`config.mk`:
```
export PLATFORM = sky130hd
export DESIGN_NAME = ldmul_scoreboard
export DESIGN_NICKNAME = d
export VERILOG_FILES = /design/src/rtl/sb_pkg.sv /design/src/rtl/sb_clear_merge.sv /design/src/rtl/sb_pend_store.sv /design/src/rtl/sb_hazard_chk.sv /design/src/rtl/ldmul_scoreboard.sv
export SDC_FILE = /design/constraint.sdc
export NUM_CORES = 1
export LEC_CHECK = 0
export BUFFER_PORTS_ARGS = -buffer_cell sky130_fd_sc_hd__buf_2
export CAP_MARGIN = 20
export CORE_MARGIN = 4
export CORE_UTILIZATION = 40
export CTS_BUF_LIST = sky130_fd_sc_hd__clkbuf_8 sky130_fd_sc_hd__clkbuf_16
export CTS_CLUSTER_SIZE = 8
export DETAILED_ROUTE_END_ITERATION = 7
export SKIP_LAST_GASP = 1
export SLEW_MARGIN = 15
export SYNTH_ARGS = -nofsm -noshare
export SYNTH_HDL_FRONTEND = slang
export SYNTH_HIERARCHICAL = 1
export SYNTH_SLANG_ARGS = --single-unit
```
`constraint.sdc`:
```
create_clock -name clk -period 3.8 [get_ports clk]
set_input_delay 0.76 -clock clk [delete_from_list [all_inputs] [get_ports clk]]
set_output_delay 0.76 -clock clk [all_outputs]
set_load 0.05 [all_outputs]
```
`src/rtl/sb_pkg.sv`:
```
package sb_pkg;

  typedef enum logic [1:0] {
    OP_ALU  = 2'd0,
    OP_LOAD = 2'd1,
    OP_MUL  = 2'd2,
    OP_NONE = 2'd3
  } op_kind_e;

  // Only long-latency producers are tracked.
  function automatic logic is_tracked(op_kind_e k);
    return (k == OP_LOAD) || (k == OP_MUL);
  endfunction

endpackage

```
`src/rtl/sb_clear_merge.sv`:
```
module sb_clear_merge #(
  parameter int NREG = 16,
  parameter int NCLR = 2,
  parameter int IDXW = $clog2(NREG)
) (
  input  logic [NCLR-1:0]      clr_vld,
  input  logic [NCLR*IDXW-1:0] clr_idx,
  output logic [NREG-1:0]      clr_mask
);

  logic [NCLR-1:0][NREG-1:0] dec;

  // One decoder for each return port.
  for (genvar p = 0; p < NCLR; p++) begin : g_port
    assign dec[p] = clr_vld[p] ? (NREG'(1) << clr_idx[p*IDXW +: IDXW]) : '0;
  end

  always_comb begin
    clr_mask = '0;
    for (int p = 0; p < NCLR; p++) clr_mask = clr_mask | dec[p];
  end

endmodule

```
`src/rtl/sb_pend_store.sv`:
```
module sb_pend_store #(
  parameter int NREG = 16,
  parameter int IDXW = $clog2(NREG)
) (
  input  logic            clk,
  input  logic            rst,
  input  logic            set_en,
  input  logic [IDXW-1:0] set_idx,
  input  logic            set_canc,
  input  logic [NREG-1:0] clr_mask,
  input  logic            flush,
  output logic [NREG-1:0] pend_q
);

  logic [NREG-1:0] canc_q;
  logic [NREG-1:0] set_mask;
  logic [NREG-1:0] kill_mask;
  logic [NREG-1:0] pend_d;
  logic [NREG-1:0] canc_d;

  assign set_mask  = set_en ? (NREG'(1) << set_idx) : '0;
  assign kill_mask = flush ? canc_q : '0;
  // A new set overrides a clear of the same register.
  assign pend_d    = (pend_q & ~clr_mask & ~kill_mask) | set_mask;
  assign canc_d    = (canc_q & ~set_mask & pend_d) | (set_canc ? set_mask : '0);

  always_ff @(posedge clk) begin
    if (rst) begin
      pend_q <= '0;
      canc_q <= '0;
    end else begin
      pend_q <= pend_d;
      canc_q <= canc_d;
    end
  end

  AST_SET_WINS: assert property (@(posedge clk) disable iff (rst)
    set_en |=> pend_q[$past(set_idx)]);

  AST_CLEAR_TAKES: assert property (@(posedge clk) disable iff (rst)
    (clr_mask != '0 && !set_en) |=> (($past(clr_mask) & pend_q) == '0));

  AST_COMMITTED_SURVIVE: assert property (@(posedge clk) disable iff (rst)
    flush |=> (($past(pend_q & ~canc_q & ~clr_mask) & ~pend_q) == '0));

  AST_FLUSH_NO_SET: assert property (@(posedge clk) disable iff (rst)
    flush |-> !set_en);

endmodule

```
`src/rtl/sb_hazard_chk.sv`:
```
module sb_hazard_chk #(
  parameter int NREG = 16,
  parameter int NSRC = 2,
  parameter int IDXW = $clog2(NREG)
) (
  input  logic                 clk,
  input  logic                 rst,
  input  logic [NREG-1:0]      pend_q,
  input  logic [NREG-1:0]      clr_mask,
  input  logic                 rd_vld,
  input  logic [NSRC*IDXW-1:0] rd_src_idx,
  input  logic [NSRC-1:0]      rd_src_vld,
  input  logic [IDXW-1:0]      rd_dst,
  input  logic                 rd_dst_vld,
  output logic                 stall
);

  logic [NREG-1:0] busy;
  logic [NSRC-1:0] src_hit;
  logic            dst_hit;

  // A result returning this cycle no longer blocks.
  assign busy = pend_q & ~clr_mask;

  for (genvar s = 0; s < NSRC; s++) begin : g_src
    assign src_hit[s] = rd_src_vld[s] & busy[rd_src_idx[s*IDXW +: IDXW]];
  end

  assign dst_hit = rd_dst_vld & busy[rd_dst];
  assign stall   = rd_vld & ((|src_hit) | dst_hit);

  AST_STALL_HAS_CAUSE: assert property (@(posedge clk) disable iff (rst)
    stall |-> (pend_q != '0));

  AST_IDLE_NO_STALL: assert property (@(posedge clk) disable iff (rst)
    !rd_vld |-> !stall);

endmodule

```
`src/rtl/ldmul_scoreboard.sv`:
```
module ldmul_scoreboard #(
  parameter int NREG = 16,
  parameter int NSRC = 2,
  parameter int NCLR = 2,
  localparam int IDXW = $clog2(NREG)
) (
  input  logic                 clk,
  input  logic                 rst,
  input  logic                 rd_vld,
  input  logic [1:0]           rd_kind,
  input  logic [IDXW-1:0]      rd_dst,
  input  logic                 rd_dst_vld,
  input  logic                 rd_cancel,
  input  logic [NSRC*IDXW-1:0] rd_src_idx,
  input  logic [NSRC-1:0]      rd_src_vld,
  input  logic [NCLR-1:0]      clr_vld,
  input  logic [NCLR*IDXW-1:0] clr_idx,
  input  logic                 flush,
  output logic                 stall_o,
  output logic [NREG-1:0]      pend_o
);
  import sb_pkg::*;

  logic [NREG-1:0] clr_mask;
  logic [NREG-1:0] pend_q;
  logic            stall;
  logic            set_en;
  op_kind_e        kind;

  assign kind = op_kind_e'(rd_kind);

  sb_clear_merge #(.NREG(NREG), .NCLR(NCLR), .IDXW(IDXW)) u_merge (
    .clr_vld (clr_vld),
    .clr_idx (clr_idx),
    .clr_mask(clr_mask)
  );

  sb_hazard_chk #(.NREG(NREG), .NSRC(NSRC), .IDXW(IDXW)) u_haz (
    .clk       (clk),
    .rst       (rst),
    .pend_q    (pend_q),
    .clr_mask  (clr_mask),
    .rd_vld    (rd_vld),
    .rd_src_idx(rd_src_idx),
    .rd_src_vld(rd_src_vld),
    .rd_dst    (rd_dst),
    .rd_dst_vld(rd_dst_vld),
    .stall     (stall)
  );

  // Issue of a tracked producer: not held back and not being flushed.
  assign set_en = rd_vld & rd_dst_vld & is_tracked(kind) & ~stall & ~flush;

  sb_pend_store #(.NREG(NREG), .IDXW(IDXW)) u_store (
    .clk     (clk),
    .rst     (rst),
    .set_en  (set_en),
    .set_idx (rd_dst),
    .set_canc(rd_cancel),
    .clr_mask(clr_mask),
    .flush   (flush),
    .pend_q  (pend_q)
  );

  assign stall_o = stall;
  assign pend_o  = pend_q;

  AST_LONG_MARKED: assert property (@(posedge clk) disable iff (rst)
    (rd_vld && rd_dst_vld && (kind == OP_LOAD || kind == OP_MUL) && !stall_o && !flush)
    |=> pend_o[$past(rd_dst)]);

  AST_ALU_UNMARKED: assert property (@(posedge clk) disable iff (rst)
    (rd_vld && rd_dst_vld && (kind == OP_ALU || kind == OP_NONE) && !pend_o[rd_dst])
    |=> !pend_o[$past(rd_dst)]);

  AST_WAW_GUARD: assert property (@(posedge clk) disable iff (rst)
    set_en |-> !(pend_o[rd_dst] && !clr_mask[rd_dst]));

endmodule

```
==> impl_metrics.yaml, run 1 <==
routing:
  drc: 0
  ant_nets: 0
  dr.pass1.iters: 4
  drt_wl_total_mm: 6.74
  vias_per_cell: 5.66
  wl_per_cell_um: 16.9
  dr.first_iter.drc_count: 116
  via_count: 2265
synthesis:
  ys_seq_area_frac: 0.286
  syn-cell-area_um2: 2240
  avgSynthCellArea_um2: 8.35
  yosysWarnings: 6
  yosysUniqueCellTypes: 46
  synth_edf_count: 0
  async_flop_share: 0
  synth_nets: 300
  synth-seq-cells: 32
  synthCells: 268
  synthFlopType: "dfxtp_1"
sta:
  hold_viol: 0
  max-slew-margin-rel: 0.519
  worst_slack_ns: 0.0437
  maxSlewViolCount: 0
  fin_worst_skew_ns: 0.00473
  timing.fmax_mhz: 266
  post-route-period-util: 0.989
  worst_hold_slack_ns: 0.470
  min_period_ns: 3.76
  worstMarginPinSlew_ns: 0.721
  rsz0062_at_grt: "false"
  setup_viol_count_final: 0
cells_and_area:
  multi_input_area_um2: 1550
  mostFrequentLayoutCells: "buf_2, nand2_1, dfxtp_1"
  num_antenna_cells: 0
  finish.net_count: 362
  final_cells: 400
  area_growth_pct: 24.1
  final_common_cell: "buf_2"
  layout-drive-gt1-share: 0.315
  seqCellArea_um2: 641
  final_util: 0.527
  fillers: 526
critical_path:
  crit_start: "clr_idx[7]"
  r2r-start: "u_store/pend_q[1]"
  slowest_stage: "mux4_2"
  crit_top_cell: "buf_2"
  crit_type: "in -> out"
  cpPeakStageDelay_ns: 0.50
  end_kind: "output port"
  arrival_ns: 3.00
  crit_family: "compound AO/OA/AOI/OAI gates"
  rr_endpoint: "u_store/canc_q[4]"
  cp.required_ns: 3.04
  worstPathMaxFanout: 4
  regToRegSetupSlack_ns: 1.01
  start_kind: "input port"
  reg2reg_depth: 9
  cp_num_buf_inv: 2
  worstPathCellList: "buf_2, or3b_4, o22ai_2, nor2b_4, mux4_2, nor3_2, a311oi_1, a221o_2, buf_2"
clock_network:
  cts_tree: "built"
  clk_pin_slew_ns: 0.06
  cts_root_buf: "clkbuf_8"
  numCtsBuffers: 5
  cts_setup_buffers: 0
  insertion_delay_ns: 0.28
  clk_path_buf_depth: 2
  clkSinkCount: 32
  cts_max_level: 2
pwr:
  total_power_uw: 736
  power_density_nw_per_um2: 265
  peakVddDrop_mv: 0.181
  p_leak_nw: 1.13
global_route:
  grt_max_degree: 19
  antenna_found_initial: 0
  grt_pass1_vias: 2052
  grt_overflow: 0
  grt_pass1_wl_mm: 10.6
  grt_use_total: 0.191
placed_design:
  dp_hpwl_mm: 5.12
  gp_congestion: 0.837
  io_buffers: 48
  dp_cells: 393
  dp_slack_ns: -0.165
hold_path:
  hold_end: "u_store/canc_q[15]"
  worstHoldPathCells: 2
  worstHoldStart: "u_store/canc_q[15]"
  hold_path.class: "reg -> reg"
floorplanning:
  rows: 26
  fp.dieArea_um2: 6860
  coreArea_um2: 5270
  die_w_um: 82.8
  initial_core_util: 0.425
  fp.dieH_um: 82.8
  io_pins: 49
status:
  status: "completed"
job:
  maxCapViolations: 0
[worst register-to-register path, stage by stage (launching register included)]
cell and delay [ns]:
dfxtp_1 0.35, nor2b_4 0.15, mux4_2 0.50, nor3_2 0.12
a311oi_1 0.08, a221o_2 0.42, nor4_4 0.28, nand2_1 0.13
or4_1 0.47, mux2i_1 0.14
[cells in the mapped netlist (2+ instances only)]
master | count | area [µm²]
mux4_2 | 6 | 135
o211ai_1 | 3 | 22.5
nand3_1 | 22 | 110
or3_1 | 2 | 12.5
a311oi_1 | 2 | 17.5
buf_6 | 2 | 22.5
nand3b_1 | 11 | 82.6
inv_1 | 3 | 11.3
nand2_1 | 45 | 169
a21oi_1 | 16 | 80.1
nand4_1 | 5 | 31.3
nor3b_1 | 2 | 15.0
o22ai_1 | 16 | 100
buf_2 | 5 | 25.0
o311ai_0 | 2 | 17.5
mux2i_1 | 18 | 180
dfxtp_1 | 32 | 641
o2111ai_1 | 3 | 26.3
nor2b_1 | 23 | 144
nor2b_4 | 3 | 41.3
o2bb2ai_1 | 2 | 17.5
nor3_2 | 2 | 20.0
clkbuf_1 | 4 | 15.0
o21ai_0 | 2 | 10.0
nand2b_1 | 16 | 100
[repair_timing]
action,CTS,global route
hold buffers,0,0
endpoints found under the setup margin,0,5
resized for setup,0,2
[cell type report]
type                            instances  area share
Tap cell                               70      0.0315
Inverter                                4     0.00541
Clock buffer                            7      0.0347
Multi-Input combinational cell        219       0.557
Sequential cell                        32       0.231
Timing Repair Buffer                   68       0.141
[report_power, final]
group	internal (mW)	switching, mW
registers	0.336	0.000647
clock network	0.161	0.116
logic	0.0467	0.0751
[worst max-delay path by stage]
| stage | slack [ns] | depth (start not counted) | to |
|---|---|---|---|
| after global placement | -0.16 | 15 | u_store/canc_q[11] |
| after CTS | 0.04 | 11 | stall_o |
| after global routing | 0.01 | 9 | stall_o |
| after floorplan | 0.02 | 11 | u_store/canc_q[4] |
| final | 0.04 | 9 | stall_o |
| after detailed placement | -0.16 | 15 | u_store/canc_q[11] |
[cell families after synthesis]
family | after synthesis | share of synthesized area
AND/OR/NAND/NOR | 144 | 0.371
multiplexers | 25 | 0.153
buffers and inverters | 17 | 0.0430
AO/OA/AOI/OAI | 49 | 0.144
flip-flops | 32 | 0.286
XOR/XNOR | 1 | 0.00391
[flip-flops by register name, indices dropped and copies added, names as in the netlist]
name            count
u_store/pend_q     16
u_store/canc_q     16
[through the flow]
stage,setup TNS (ns),instance area [µm²]
after floorplan,0,2280
after global placement,-1.84,2670
after detailed placement,-1.86,2670
after CTS,0,2770
after global routing,0,2780
final,0,2780
[layer usage]
layer,vias up,track usage,share of wire
met1,1060,0.251,0.45
met3,12,0.0406,0.055
met5,-,0,0
met2,79,0.308,0.48
li1,1114,-,-
met4,0,0.0698,0.020
No activity file was read; power rests on OpenSTA's default activity.
==> run 2, diff against run 1 <==
CELL_PAD_IN_SITES_DETAIL_PLACEMENT = 1   (was not set)
CELL_PAD_IN_SITES_GLOBAL_PLACEMENT = 1   (was not set)
CORE_UTILIZATION = 36   (was 40)
PLACE_DENSITY_LB_ADDON = 0.1   (was not set)
==> impl_metrics.yaml, run 2 (same netlist as run 1, synthesis figures left out) <==
routing:
  via_count: 2298
  vias_per_cell: 5.52
  drt_wl_total_mm: 7.57
  drc: 0
  dr.pass1.iters: 5
  wl_per_cell_um: 18.2
  dr.first_iter.drc_count: 88
  ant_nets: 0
global_route:
  grt_use_total: 0.213
  grt.busiest_layer: "met2"
  grt_pass1_vias: 2400
  use_met1: 0.282
  grt_pass1_wl_mm: 12.5
  antenna_found_initial: 0
  grt_util_met2: 0.364
  grt_max_degree: 19
  grt_overflow: 0
  met3_usage: 0.0255
floorplanning:
  initial_core_util: 0.374
  io_pins: 49
  rows: 28
  fp.dieArea_um2: 7540
  die_w_um: 86.9
  coreArea_um2: 5990
  fp.dieH_um: 86.9
pwr:
  peakVddDrop_mv: 0.213
  p_leak_nw: 1.17
  power_density_nw_per_um2: 247
critical_path:
  r2r-start: "u_store/pend_q[3]"
  end_kind: "output port"
  cpPeakStageDelay_ns: 0.47
  rr_endpoint: "u_store/canc_q[4]"
  worstPathMaxFanout: 4
  crit_type: "in -> out"
  start_kind: "input port"
  slowest_stage: "mux4_2"
  reg2reg_depth: 9
  worstPathCellList: "buf_2, or3b_4, o22ai_2, nor2b_1, mux4_2, nor3_2, a311oi_1, a221o_2, clkbuf_4"
  arrival_ns: 3.01
  regToRegSetupSlack_ns: 0.93
  cp.required_ns: 3.04
clock_network:
  cts_setup_buffers: 0
  numCtsBuffers: 5
  cts_tree: "built"
  cts_root_buf: "clkbuf_8"
  clk_pin_slew_ns: 0.06
  insertion_delay_ns: 0.28
  cts_max_level: 2
  clkSinkCount: 32
  clk_path_buf_depth: 2
placed_design:
  gp_congestion: 0.879
  dp_slack_ns: -0.216
  dp_hpwl_mm: 6.02
  io_buffers: 48
sta:
  maxSlewViolCount: 0
  hold_viol: 0
  setup-tns-final_ns: 0
  min_period_ns: 3.77
  timing.fmax_mhz: 265
  worst_hold_slack_ns: 0.477
  max-slew-margin-rel: 0.486
  setup_viol_count_final: 0
  fin_worst_skew_ns: 0.00393
  worstMarginPinSlew_ns: 0.771
  rsz0062_at_grt: "true"
  worst_slack_ns: 0.0295
  post-route-period-util: 0.992
status:
  status: "completed"
cells_and_area:
  fillers: 757
  num_antenna_cells: 0
  mostFrequentLayoutCells: "buf_2, nand2_1, dfxtp_1"
  finish.net_count: 373
  layout-drive-gt1-share: 0.334
  final_common_cell: "buf_2"
  area_growth_pct: 28.3
  final_util: 0.479
  top_regs: "u_store/canc_q (16), u_store/pend_q (16)"
hold_path:
  hold_end: "u_store/canc_q[8]"
  worstHoldPathCells: 2
  worstHoldStart: "u_store/canc_q[8]"
  hold_path.class: "reg -> reg"
job:
  maxCapViolations: 0
==> run 2: changes by cell type in the layout (fill, tap and decap cells not counted), sizes merged <==
cell    before  now
clkbuf       7    6
buf         68   78
inv          4    5
clkinv       0    1
==> run 2: power by group <==
group / switching [mW] / total, mW / internal (mW)
clock: 0.115 / 0.236 / 0.122
sequential: 0.000659 / 0.337 / 0.336
combinational: 0.0811 / 0.135 / 0.0542
==> run 2: repair_timing <==
item	4_1_cts	5_1_grt
resized for setup	0	7
setup endpoints to repair	0	18
hold buffers	0	0
endpoints found under the hold margin	0	0
==> run 2: routing by layer <==
layer	wire, µm	share of wire
met4	140	0.018
met5	0	0
met3	246	0.032
met1	3550	0.47
met2	3640	0.48
==> run 2: critical path, delay by kind of cell <==
kind                   cells  cell delay (ns)
AO/OA/AOI/OAI              3             0.67
buffers and inverters      2             0.35
AND/OR/NAND/NOR            3             0.76
multiplexers               1             0.47
==> run 2: worst max-delay path by stage <==
| stage | from | endpoint | cells past startpoint |
|---|---|---|---|
| finish | clr_idx[3] | stall_o | 9 |
| global route | clr_idx[3] | u_store/canc_q[4] | 12 |
| CTS | clr_idx[7] | stall_o | 9 |
| detailed placement | clr_idx[7] | u_store/canc_q[4] | 12 |
| global placement | clr_idx[7] | u_store/canc_q[11] | 13 |
| floorplan | clr_idx[7] | u_store/canc_q[4] | 11 |
==> run 2: metrics by stage <==
step	power, mW	cells	instance area (µm²)
after floorplan	0.416	268	2280
after global placement	0.473	409	2760
after detailed placement	0.475	409	2760
after CTS	0.715	416	2840
after global routing	0.744	416	2870
final	0.708	416	2870
==> run 2: final cells by class <==
cell class | count | area, µm² | area share
clock buffers | 5 | 68.8 | 0.0240
clock inverters | 2 | 8.76 | 0.00305
inverters | 4 | 15.0 | 0.00523
multi-input cells | 219 | 1570 | 0.546
flip-flops and latches | 32 | 641 | 0.223
well taps | 75 | 93.8 | 0.0327
repair buffers | 79 | 475 | 0.166
==> run 3, diff against run 2 <==
ABC_AREA = 1   (was not set)
CORE_UTILIZATION = 34   (was 36)
==> impl_metrics.yaml, run 3 <==
status:
  status: "completed"
placed_design:
  io_buffers: 48
  gp_congestion: 0.938
  post_dp_cell_area_um2: 2840
  dp_hpwl_mm: 7.56
  dp_cells: 595
hold_path:
  hold_end: "u_store/pend_q[10]"
  worstHoldPathCells: 2
  worstHoldStart: "u_store/pend_q[10]"
  hold_path.class: "reg -> reg"
pwr:
  clock_power_share: 0.335
  p_seq_frac: 0.470
  power_density_nw_per_um2: 246
  total_power_uw: 718
  p_switching_uw: 222
  sw_frac_of_total: 0.309
  p_leak_nw: 1.33
  p_int_uw: 496
  power_frac_comb: 0.195
  peakVddDrop_mv: 0.272
floorplanning:
  fp.dieArea_um2: 9000
  coreArea_um2: 7290
  die_w_um: 94.9
  fp.dieH_um: 94.9
  rows: 31
  io_pins: 49
  initial_core_util: 0.352
sta:
  post-route-period-util: 0.870
  setup-tns-final_ns: 0
  setup_viol_count_final: 0
  fin_worst_skew_ns: 0.00288
  max-slew-margin-rel: 0.718
  rsz0062_at_grt: "false"
  hold_viol: 0
  min_period_ns: 3.31
  worstMarginPinSlew_ns: 0.423
  timing.fmax_mhz: 302
  maxSlewViolCount: 0
critical_path:
  r2r-start: "u_store/pend_q[14]"
  crit_top_cell: "nand3_1"
  arrival_ns: 2.55
  worstPathCellList: "buf_2, nand2_1, inv_1, nand3_1, nand2_1, nor2_1, nand2_1, nand3_1, nand3_1, nand3_1, nand3_1, nand3_1, nand2_1, inv_1, buf_2"
  cp.required_ns: 3.04
  start_kind: "input port"
  worstPathMaxFanout: 8
  rr_endpoint: "u_store/canc_q[7]"
  cp_num_buf_inv: 4
  slowest_stage: "nor2_1"
  regToRegSetupSlack_ns: 1.36
  end_kind: "output port"
  reg2reg_depth: 19
  crit_family: "simple AND/OR/NAND/NOR gates"
  cpPeakStageDelay_ns: 0.37
  crit_type: "in -> out"
global_route:
  grt_use_total: 0.222
  grt_pass1_vias: 3161
  antenna_found_initial: 0
  grt_overflow: 0
  grt_pass1_wl_mm: 15.7
  grt_max_degree: 19
synthesis:
  synth.most_common_cell: "nand3_1"
  synth_edf_count: 0
  async_flop_share: 0
  synth_area_leaders: "dfxtp_1, nand3_1, nand2_1"
  avgSynthCellArea_um2: 5.58
  synth-seq-cells: 32
  ys_seq_area_frac: 0.250
  synth_common_cells: "nand3_1, nand2_1, inv_1"
  synthCells: 460
  synth_top_area_share: 0.250
  yosysWarnings: 6
  synthFlopType: "dfxtp_1"
  synth_nets: 492
  syn-cell-area_um2: 2560
  yosys.area.top_type: "dfxtp_1"
  yosysUniqueCellTypes: 18
routing:
  dr.pass1.iters: 4
  ant_nets: 0
  wl_per_cell_um: 15.7
  vias_per_cell: 5.12
  drt_wl_total_mm: 9.47
  via_count: 3085
  dr.first_iter.drc_count: 133
  drc: 0
cells_and_area:
  multi_input_area_um2: 1530
  mostFrequentLayoutCells: "nand3_1, nand2_1, inv_1"
  fillers: 1073
  fin_area_um2: 2920
  final_common_cell: "nand3_1"
  final_cells: 602
  top_regs: "u_store/canc_q (16), u_store/pend_q (16)"
  num_antenna_cells: 0
  final_util: 0.400
  seqCellArea_um2: 641
  layout-drive-gt1-share: 0.145
  finish.net_count: 535
  area_growth_pct: 13.9
job:
  maxCapViolations: 0
clock_network:
  cts_hold_buf: 0
  clkSinkCount: 32
  cts_max_level: 2
  cts_root_buf: "clkbuf_8"
  clk_pin_slew_ns: 0.06
  clk_path_buf_depth: 2
  cts_setup_buffers: 0
  cts-resized-gates: 0
  cts_tree: "built"
  insertion_delay_ns: 0.27
  numCtsBuffers: 5
==> run 3: metrics by stage <==
| stage | setup WS [ns] | hold WS [ns] |
|---|---|---|
| after CTS | 0.478 | 0.519 |
| after detailed placement | 0.340 | 0.508 |
| after global routing | 0.263 | 0.559 |
| after global placement | 0.368 | 0.504 |
| after floorplan | 0.889 | 0.506 |
| final | 0.493 | 0.521 |
==> run 3: worst reg2reg max path, stage by stage, from the launching register on <==
cell and delay [ns]:
dfxtp_1 0.33, inv_1 0.12, nor2_1 0.09, nand2_1 0.08, nand3_1 0.08, nand3_1 0.09, nand3_1 0.10, nand3_1 0.09
nand3_1 0.07, nand2_1 0.06, inv_1 0.04, nor2_1 0.09, nand2_1 0.06, nor2_1 0.23, inv_1 0.09, nor2_2 0.32
nand2_1 0.19, nand2_1 0.10, nand2_1 0.05, nor2_1 0.08
==> run 3: power by group through the flow <==
stage / combinational (mW) / clock, mW / sequential [mW]
after CTS: 0.140 / 0.249 / 0.337
after detailed placement: 0.140 / 0 / 0.345
after global routing: 0.157 / 0.263 / 0.337
after floorplan: 0.0884 / 0 / 0.347
final: 0.140 / 0.240 / 0.338
after global placement: 0.140 / 0 / 0.345
==> run 3: worst max-delay path by stage <==
stage	start	endpoint	slack, ns	cells after the start
2_1_floorplan	clr_idx[6]	u_store/canc_q[0]	0.89	23
6_report	clr_vld[1]	stall_o	0.49	15
3_3_place_gp	clr_idx[7]	u_store/canc_q[7]	0.37	22
5_1_grt	clr_vld[1]	u_store/canc_q[4]	0.26	23
4_1_cts	clr_vld[1]	stall_o	0.48	15
3_5_place_dp	clr_idx[7]	u_store/canc_q[7]	0.34	22
==> run 3: metal layers <==
| layer | GRT usage | vias up | share of wire |
|---|---|---|---|
| met2 | 0.379 | 75 | 0.46 |
| met5 | 0 | - | 0 |
| met3 | 0.0287 | 10 | 0.060 |
| met4 | 0.0577 | 0 | 0.017 |
| met1 | 0.295 | 1437 | 0.46 |
| li1 | - | 1563 | - |
==> run 3: cell type report <==
| cell class | count | share of cell area |
|---|---|---|
| clock buffers | 5 | 0.0236 |
| clock inverters | 2 | 0.00300 |
| inverters | 78 | 0.107 |
| multi-input cells | 338 | 0.522 |
| flip-flops and latches | 32 | 0.219 |
| well taps | 99 | 0.0424 |
| repair buffers | 48 | 0.0823 |
==> run 3: cell families (layout without fill, tap and decap cells) <==
group	after synthesis	after routing	share of synthesized area
compound gates	16	16	0.0312
flops	32	32	0.250
simple gates	322	322	0.563
buf+inv	90	133	0.156
